[config.mk]
export PLATFORM = sky130hd
export DESIGN_NAME = sem_flag_bank
export DESIGN_NICKNAME = d
export VERILOG_FILES = /design/src/rtl/sem_flag_pkg.sv /design/src/rtl/sem_port_ctl.sv /design/src/rtl/sem_flag_cell.sv /design/src/rtl/sem_flag_bank.sv
export SDC_FILE = /design/constraint.sdc
export NUM_CORES = 1
export LEC_CHECK = 0
export CAP_MARGIN = 20
export CORE_ASPECT_RATIO = 0.75
export CORE_UTILIZATION = 42
export DETAILED_ROUTE_END_ITERATION = 8
export PLACE_DENSITY = 0.92
export SETUP_SLACK_MARGIN = 0.05
export SLEW_MARGIN = 20
export SYNTH_ARGS = -nofsm -noshare
export SYNTH_HDL_FRONTEND = slang
export SYNTH_SLANG_ARGS = --single-unit
[constraint.sdc]
create_clock -name clk -period 2.7 [get_ports clk]
set_input_delay 0.27 -clock clk [delete_from_list [all_inputs] [get_ports clk]]
set_output_delay 0.27 -clock clk [all_outputs]
set_load 0.1 [all_outputs]
[src/rtl/sem_flag_pkg.sv]
package sem_flag_pkg;

  typedef struct packed {
    logic left;
    logic right;
  } owner_t;

  // Next owner of one flag from current ownership and updated requests.
  // A holder keeps the flag while its request stands; otherwise the left
  // request is served before the right one.
  function automatic owner_t pick_owner(input owner_t cur,
                                        input logic req_left,
                                        input logic req_right);
    owner_t nxt;
    nxt = '0;
    if (cur.left && req_left)        nxt.left  = 1'b1;
    else if (cur.right && req_right) nxt.right = 1'b1;
    else if (req_left)               nxt.left  = 1'b1;
    else if (req_right)              nxt.right = 1'b1;
    return nxt;
  endfunction

  // Request bit after a possible write: data bit 0 low means "request".
  function automatic logic next_req(input logic hit, input logic wbit,
                                    input logic req_now);
    return hit ? ~wbit : req_now;
  endfunction

endpackage

[src/rtl/sem_port_ctl.sv]
module sem_port_ctl #(
  parameter int ADDR_W = 13,
  parameter int BE_W   = 2,
  parameter int SEL_W  = 3
) (
  input  logic              clk,
  input  logic              rst_n,
  input  logic              cs_n,
  input  logic              sem_n,
  input  logic              rw,
  input  logic              oe_n,
  input  logic [BE_W-1:0]   be_n,
  input  logic [ADDR_W-1:0] addr,
  input  logic              wbit_in,
  output logic [SEL_W-1:0]  sel,
  output logic              wr_ev,
  output logic              wr_bit,
  output logic              rd_en,
  output logic              illegal,
  output logic              err
);
  logic sem_acc;
  logic rw_q;
  logic ill_q;

  assign sem_acc = !sem_n && cs_n;
  assign illegal = !sem_n && !cs_n && (be_n != {BE_W{1'b1}});
  assign rd_en   = sem_acc && rw && !oe_n;
  assign wr_ev   = sem_acc && rw && !rw_q;
  assign wr_bit  = wbit_in;
  assign sel     = addr[SEL_W-1:0];

  always_ff @(posedge clk or negedge rst_n) begin
    if (!rst_n) begin
      rw_q  <= 1'b1;
      ill_q <= 1'b0;
      err   <= 1'b0;
    end else begin
      rw_q  <= rw;
      ill_q <= illegal;
      err   <= illegal && !ill_q;
    end
  end
endmodule

[src/rtl/sem_flag_cell.sv]
module sem_flag_cell
  import sem_flag_pkg::*;
(
  input  logic clk,
  input  logic rst_n,
  input  logic hit_l,
  input  logic bit_l,
  input  logic hit_r,
  input  logic bit_r,
  output logic own_l,
  output logic own_r
);
  logic   req_l, req_r;
  logic   nreq_l, nreq_r;
  owner_t cur, nxt;

  assign nreq_l = next_req(hit_l, bit_l, req_l);
  assign nreq_r = next_req(hit_r, bit_r, req_r);
  assign cur    = '{left: own_l, right: own_r};
  assign nxt    = pick_owner(cur, nreq_l, nreq_r);

  always_ff @(posedge clk or negedge rst_n) begin
    if (!rst_n) begin
      req_l <= 1'b0;
      req_r <= 1'b0;
      own_l <= 1'b0;
      own_r <= 1'b0;
    end else begin
      req_l <= nreq_l;
      req_r <= nreq_r;
      own_l <= nxt.left;
      own_r <= nxt.right;
    end
  end
endmodule

[src/rtl/sem_flag_bank.sv]
module sem_flag_bank #(
  parameter int NUM_FLAGS = 8,
  parameter int ADDR_W    = 13,
  parameter int DATA_W    = 16
) (
  input  logic                clk,
  input  logic                rst_n,
  input  logic                l_cs_n,
  input  logic                l_sem_n,
  input  logic                l_rw,
  input  logic                l_oe_n,
  input  logic [DATA_W/8-1:0] l_be_n,
  input  logic [ADDR_W-1:0]   l_addr,
  input  logic [DATA_W-1:0]   l_din,
  output logic [DATA_W-1:0]   l_dout,
  output logic                l_err,
  input  logic                r_cs_n,
  input  logic                r_sem_n,
  input  logic                r_rw,
  input  logic                r_oe_n,
  input  logic [DATA_W/8-1:0] r_be_n,
  input  logic [ADDR_W-1:0]   r_addr,
  input  logic [DATA_W-1:0]   r_din,
  output logic [DATA_W-1:0]   r_dout,
  output logic                r_err
);
  localparam int BE_W  = DATA_W / 8;
  localparam int SEL_W = $clog2(NUM_FLAGS);

  logic [SEL_W-1:0]     sel_l, sel_r;
  logic                 wev_l, wev_r, wbit_l, wbit_r;
  logic                 rd_l, rd_r, ill_l, ill_r;
  logic [NUM_FLAGS-1:0] own_l_vec, own_r_vec;

  sem_port_ctl #(.ADDR_W(ADDR_W), .BE_W(BE_W), .SEL_W(SEL_W)) u_left (
    .clk(clk), .rst_n(rst_n), .cs_n(l_cs_n), .sem_n(l_sem_n), .rw(l_rw),
    .oe_n(l_oe_n), .be_n(l_be_n), .addr(l_addr), .wbit_in(l_din[0]),
    .sel(sel_l), .wr_ev(wev_l), .wr_bit(wbit_l), .rd_en(rd_l),
    .illegal(ill_l), .err(l_err));

  sem_port_ctl #(.ADDR_W(ADDR_W), .BE_W(BE_W), .SEL_W(SEL_W)) u_right (
    .clk(clk), .rst_n(rst_n), .cs_n(r_cs_n), .sem_n(r_sem_n), .rw(r_rw),
    .oe_n(r_oe_n), .be_n(r_be_n), .addr(r_addr), .wbit_in(r_din[0]),
    .sel(sel_r), .wr_ev(wev_r), .wr_bit(wbit_r), .rd_en(rd_r),
    .illegal(ill_r), .err(r_err));

  for (genvar i = 0; i < NUM_FLAGS; i++) begin : g_flag
    sem_flag_cell u_cell (
      .clk(clk), .rst_n(rst_n),
      .hit_l(wev_l && (sel_l == SEL_W'(i))), .bit_l(wbit_l),
      .hit_r(wev_r && (sel_r == SEL_W'(i))), .bit_r(wbit_r),
      .own_l(own_l_vec[i]), .own_r(own_r_vec[i]));
  end

  // A port reads 0 only for a flag it owns.
  assign l_dout = rd_l ? {DATA_W{~own_l_vec[sel_l]}} : '0;
  assign r_dout = rd_r ? {DATA_W{~own_r_vec[sel_r]}} : '0;
endmodule

# == After elaboration in Yosys (flattened, before gate mapping) ==
# Index checks and enable logic that the tools add are counted.
# op_classes
magnitude_cmp,2
n_eq_ne,16
muxes,78
n_bitwise,4
reduce_logical,58
# op_table
op,count
1-bit two-way mux,74
1-bit logical AND,46
16-bit two-way mux,2
3-bit == test (second input constant),8
3-bit by 2-bit == test with 1-bit output (second input constant),4
1-bit logical NOT,10
3-bit by 4-bit less-than comparator with 1-bit output (second input constant),2
1-bit binary-select mux with 3-bit select,2
3-bit by 1-bit == test with 1-bit output (second input constant),2
3-bit logical NOT,2
2-bit != test (second input constant),2
1-bit NOT,4
# word_totals
register_bits,38
in_bits,72
out_inout_bits,34
elab_cells,196

# == Longest topological paths before layout ==
# depth
ltp_word,10
mapped_depth,5
mapped_depth_nobuf,3

# == Hierarchy ==
# From an unflattened synthesis, not the netlist that was laid out.
# hier_totals
cells_unflattened,188
hier_area_um2,2174.6
# by_module_without_submodules
module,n_inst,cells_each,area_each_um2,seq_area_each_um2
sem_flag_cell,8,12,170.2,100.1
sem_flag_bank,1,70,505.5,0.0
sem_port_ctl,2,11,153.9,76.3

# == Worst setup path after synthesis ==
# No wires, ideal clock.
# synth_path
kind,in2out
start,input l_addr[0]
end,output l_dout[10]
arrival_time_ps,4741
required_time_ps,2430
slack_ps,-2311
cell_stages,5
path_buffers,2
cell_sequence,buf_4 -> mux4_2 -> nor2b_1 -> a211oi_1 -> buf_4
# synth_via
elab_chain_len,4
# synth_lines
element,line,source
start: declaration,sem_flag_bank.sv:13,"input logic [ADDR_W-1:0] l_addr,"
1-bit binary-select mux with 3-bit select,sem_flag_bank.sv:56,assign l_dout = rd_l ? {DATA_W{~own_l_vec[sel_l]}} : '0;
1-bit two-way mux (implied by the code),sem_flag_bank.sv:56,
1-bit NOT,sem_flag_bank.sv:56,
16-bit two-way mux,sem_flag_bank.sv:56,
end: declaration,sem_flag_bank.sv:15,"output logic [DATA_W-1:0] l_dout,"
# No other way between the ends. The select of a mux whose other input is x is not followed.

# == Worst setup path after layout ==
# layout_path
start,input l_addr[0]
end,output l_dout[9]
# Same word-level chain as after synthesis.

==> parameters.txt <==
Parameter                              Value

Run status
  Status ... completed

Synthesis
  Share of flip-flops with an asynchronous set or reset after synthesis ... 100%
  Share of synthesized area spent on multiplexers ... 3.91%
  Cell type contributing the most total cell area after synthesis ... sky130_fd_sc_hd__dfrtp_1
  Seq cells post-synth ... 38
  Area share of and/or/nand/nor cells after synthesis ... 24.7%
  Leading cell types by count after synthesis ... 36 x sky130_fd_sc_hd__dfrtp_1, 32 x sky130_fd_sc_hd__buf_4, 18 x sky130_fd_sc_hd__a211oi_1
  XOR/XNOR Fraction of Synth Area ... 0%
  Register area share after synthesis ... 41.4%
  Cell area after synthesis ... about 2300 um^2
  Synth top area cells ... sky130_fd_sc_hd__dfrtp_1 39%, sky130_fd_sc_hd__buf_4 10%, sky130_fd_sc_hd__a211oi_1 5.9%
  Compound-gate portion of the synthesized area ... about 16%
  Number of distinct library cells after synthesis ... 28
  Top FF cell, synth ... sky130_fd_sc_hd__dfrtp_1
  Gate Count Post-Synth ... around 230
  EDFF count, synth ... 0
  Arithmetic-cell share of the synthesized area counting full adders, half adders and majority gates ... 0%
  Synthesis Warnings ... 0
  Share of Yosys cell area claimed by the top area cell type ... 39.1%
  Most instantiated library cell after synthesis ... sky130_fd_sc_hd__dfrtp_1
  Mean Syn Cell Area ... approximately 10 um^2
  Main combinational cell family by area after synthesis ... simple AND/OR/NAND/NOR gates
  Syn Nets ... between 200 and 300

Place
  Cell area after placement ... just over 3000 um^2
  Number of buffer cells added on primary ports ... 55
  Half-perimeter wire length after detailed placement ... around 4.0 mm
  Final weighted congestion of routability-driven global placement ... approximately 0.9
  Worst setup slack before clock tree synthesis ... about 140 ps
  Placed Instances ... between 300 and 400

Clocking
  Clock transition at the register clock pins on the worst setup and hold paths after CTS ... 80 ps
  Number of buffers created by CTS ... 5
  Insertion delay to the later sink of the worst-skew pair ... approximately 300 ps
  Htree depth ... 2
  Cts hold-fix bufs ... 0
  Clock tree from TritonCTS ... built
  Number of sinks driven by the clock tree ... 38
  Setup bufs post-CTS ... 0
  Maximum clock path buffer count ... 2
  Root buf cell ... sky130_fd_sc_hd__clkbuf_8
  Number of gates resized after cts ... 0

Floorplan
  Overall die area ... 5790 um^2
  Horizontal die dimension ... roughly 90 um
  Initial core utilization ... a little under half
  Number of core rows ... 22
  Core area ... just over 5000 um^2
  Top-level I/O count ... roughly 110
  Die Span Y ... roughly 66 um

GRT
  Met2 demand-to-capacity share in global routing ... between 30% and 40%
  Global routing's busiest layer ... met2
  Maximum number of pins on one net before global-route repair ... 39
  Final global-route overflow total ... 0
  First-pass GRT wire length ... 9.05 mm
  Initial antenna violation count ... 0
  Met3 Usage GRT ... 4.62%
  Grt met1 use ... 25.9%
  Vias in the first global route ... between 1.5k and 2k
  Global router's overall resource usage ... about 21%

STA
  Final number of hold-violating endpoints ... 0
  Highest achievable clock rate ... 389 MHz
  Post-layout minimum cycle time ... 2570 ps
  Hold Slack ... ~78 ps
  Sum Neg Setup Slack ... 0 ps
  Setup clock skew after layout ... 5.61 ps
  Slew Limit Headroom ... 42.7%
  Final setup violating endpoints ... 0
  Setup repair after global routing missed its margin ... false
  Worst-margin pin slew ... approximately 860 ps
  Fin. max-slew vios ... 0
  Ratio of final minimum period to clock period ... between 90% and 100%
  Worst setup slack after layout ... around 130 ps

Pwr
  VDD IR-drop max ... approximately 0.19 mV
  Power per cell area ... approximately 480 nW/um^2
  Leakage power ... around 1.4 nW

Route
  Routed WL per cell ... between 15 and 20 um
  Antenna-violating nets left ... 0
  Wire length after detailed routing ... ~5.7 mm
  Detailed-route via count ... about 1.9k
  Vias per cell ... roughly 5.8
  First-pass iteration count of the detailed router ... 4
  Violation count after the first detailed-route iteration ... around 140
  Drc violations ... 0

Worst setup path
  Worst EP required ... ~2400 ps
  Highest fanout seen on the critical path ... 16
  Path type of the worst setup path ... input port to output pin
  R2R cell count ... 4
  Arrival time of the worst setup path ... between 2000 and 2500 ps
  Setup crit start kind ... input port
  Endpoint class of the critical path ... output pin
  FF-to-FF setup slack ... about 740 ps
  Reg-to-reg startpoint ... u_right.rw_q$_DFF_PN1_
  Reg-to-reg endpoint ... g_flag[4].u_cell.own_r$_DFF_PN0_

Finish
  Final instance count without filler cells ... ~330
  Growth of design area from synthesis to finish ... 37.9%
  Design area ... between 3000 and 4000 um^2
  Post-layout nets ... 327
  Antenna diode count ... 0
  Fraction of layout cells with a size suffix above 1 ... 25.8%

Flow run
  Max-cap check violation count ... 0

Min path
  Hold WC Path Type ... input port to async pin
-- critical path, cell delays in order --
cell,delay (ps)
sky130_fd_sc_hd__clkdlybuf4s50_1,650
sky130_fd_sc_hd__mux4_2,550
sky130_fd_sc_hd__nor2b_4,150
sky130_fd_sc_hd__a211oi_4,210
sky130_fd_sc_hd__buf_12,260
sky130_fd_sc_hd__buf_12,200
-- cell usage in the layout, fill, tap and decap left out, types with 3 or more instances in the layout --
cell                              instances
sky130_fd_sc_hd__nor4b_1                  3
sky130_fd_sc_hd__or3b_1                   5
sky130_fd_sc_hd__nand2_1                 16
sky130_fd_sc_hd__nor4_1                  13
sky130_fd_sc_hd__o211a_1                 13
sky130_fd_sc_hd__clkbuf_8                 6
sky130_fd_sc_hd__nor2b_1                  9
sky130_fd_sc_hd__nand3b_1                 6
sky130_fd_sc_hd__or3_1                   17
sky130_fd_sc_hd__clkdlybuf4s50_1         20
sky130_fd_sc_hd__buf_4                   10
sky130_fd_sc_hd__a211oi_1                16
sky130_fd_sc_hd__buf_12                  34
sky130_fd_sc_hd__o21ai_0                 16
sky130_fd_sc_hd__dfrtp_1                 36
sky130_fd_sc_hd__nand2b_1                 7
sky130_fd_sc_hd__mux4_2                   4
-- power by group --
part           internal (mW)  switching (mW)  leakage [nW]
Clock                  0.206           0.216        0.0482
Combinational          0.174           0.247         0.831
Sequential             0.638          0.0396         0.502
Total                   1.02           0.503          1.38
-- area by class of cell --
class,count,area (um^2)
clock inverters,1,5.00
flip-flops and latches,38,953
fillers,377,1920
clock buffers,7,86.3
multi-input cells,143,1070
inverters,2,7.51
repair buffers,65,961
well taps,72,90.1
-- state kept, by name, summed over array words and instances (netlist names) --
register / count
g_flag.u_cell.own_l: 8
g_flag.u_cell.own_r: 8
g_flag.u_cell.req_l: 8
g_flag.u_cell.req_r: 8
u_left.err: 1
u_left.ill_q: 1
u_left.rw_q: 1
u_right.err: 1
u_right.ill_q: 1
u_right.rw_q: 1
-- metal layers --
layer  part of all wire, %  wire (um)
met5                     0          0
met4                   1.5         88
met3                   5.7        329
met2                    51       2920
met1                    42       2390
-- metrics by stage --
stage	utilization [%]	power, mW
after floorplan	-	0.972
after global placement	60.6	1.09
after detailed placement	60.6	1.11
after CTS	62.4	1.53
after global routing	62.4	1.59
final	62.4	1.52
-- logic make-up after synthesis --
logic type,Yosys count
buffers and inverters,46
AND/OR/NAND/NOR,89
AO/OA/AOI/OAI,50
multiplexers,4
flip-flops,38
-- worst max path at each step --
stage / start / endpoint / slack [ps] / cells after the start
2_1_floorplan: l_addr[0] / l_dout[11] / -130 / 5
3_3_place_gp: l_addr[0] / l_dout[3] / 170 / 6
3_5_place_dp: l_addr[0] / l_dout[2] / 140 / 6
4_1_cts: l_addr[0] / l_dout[2] / 140 / 6
5_1_grt: l_addr[0] / l_dout[7] / 80 / 6
6_report: l_addr[0] / l_dout[9] / 130 / 6
No activity file was read; power rests on OpenSTA's default activity.
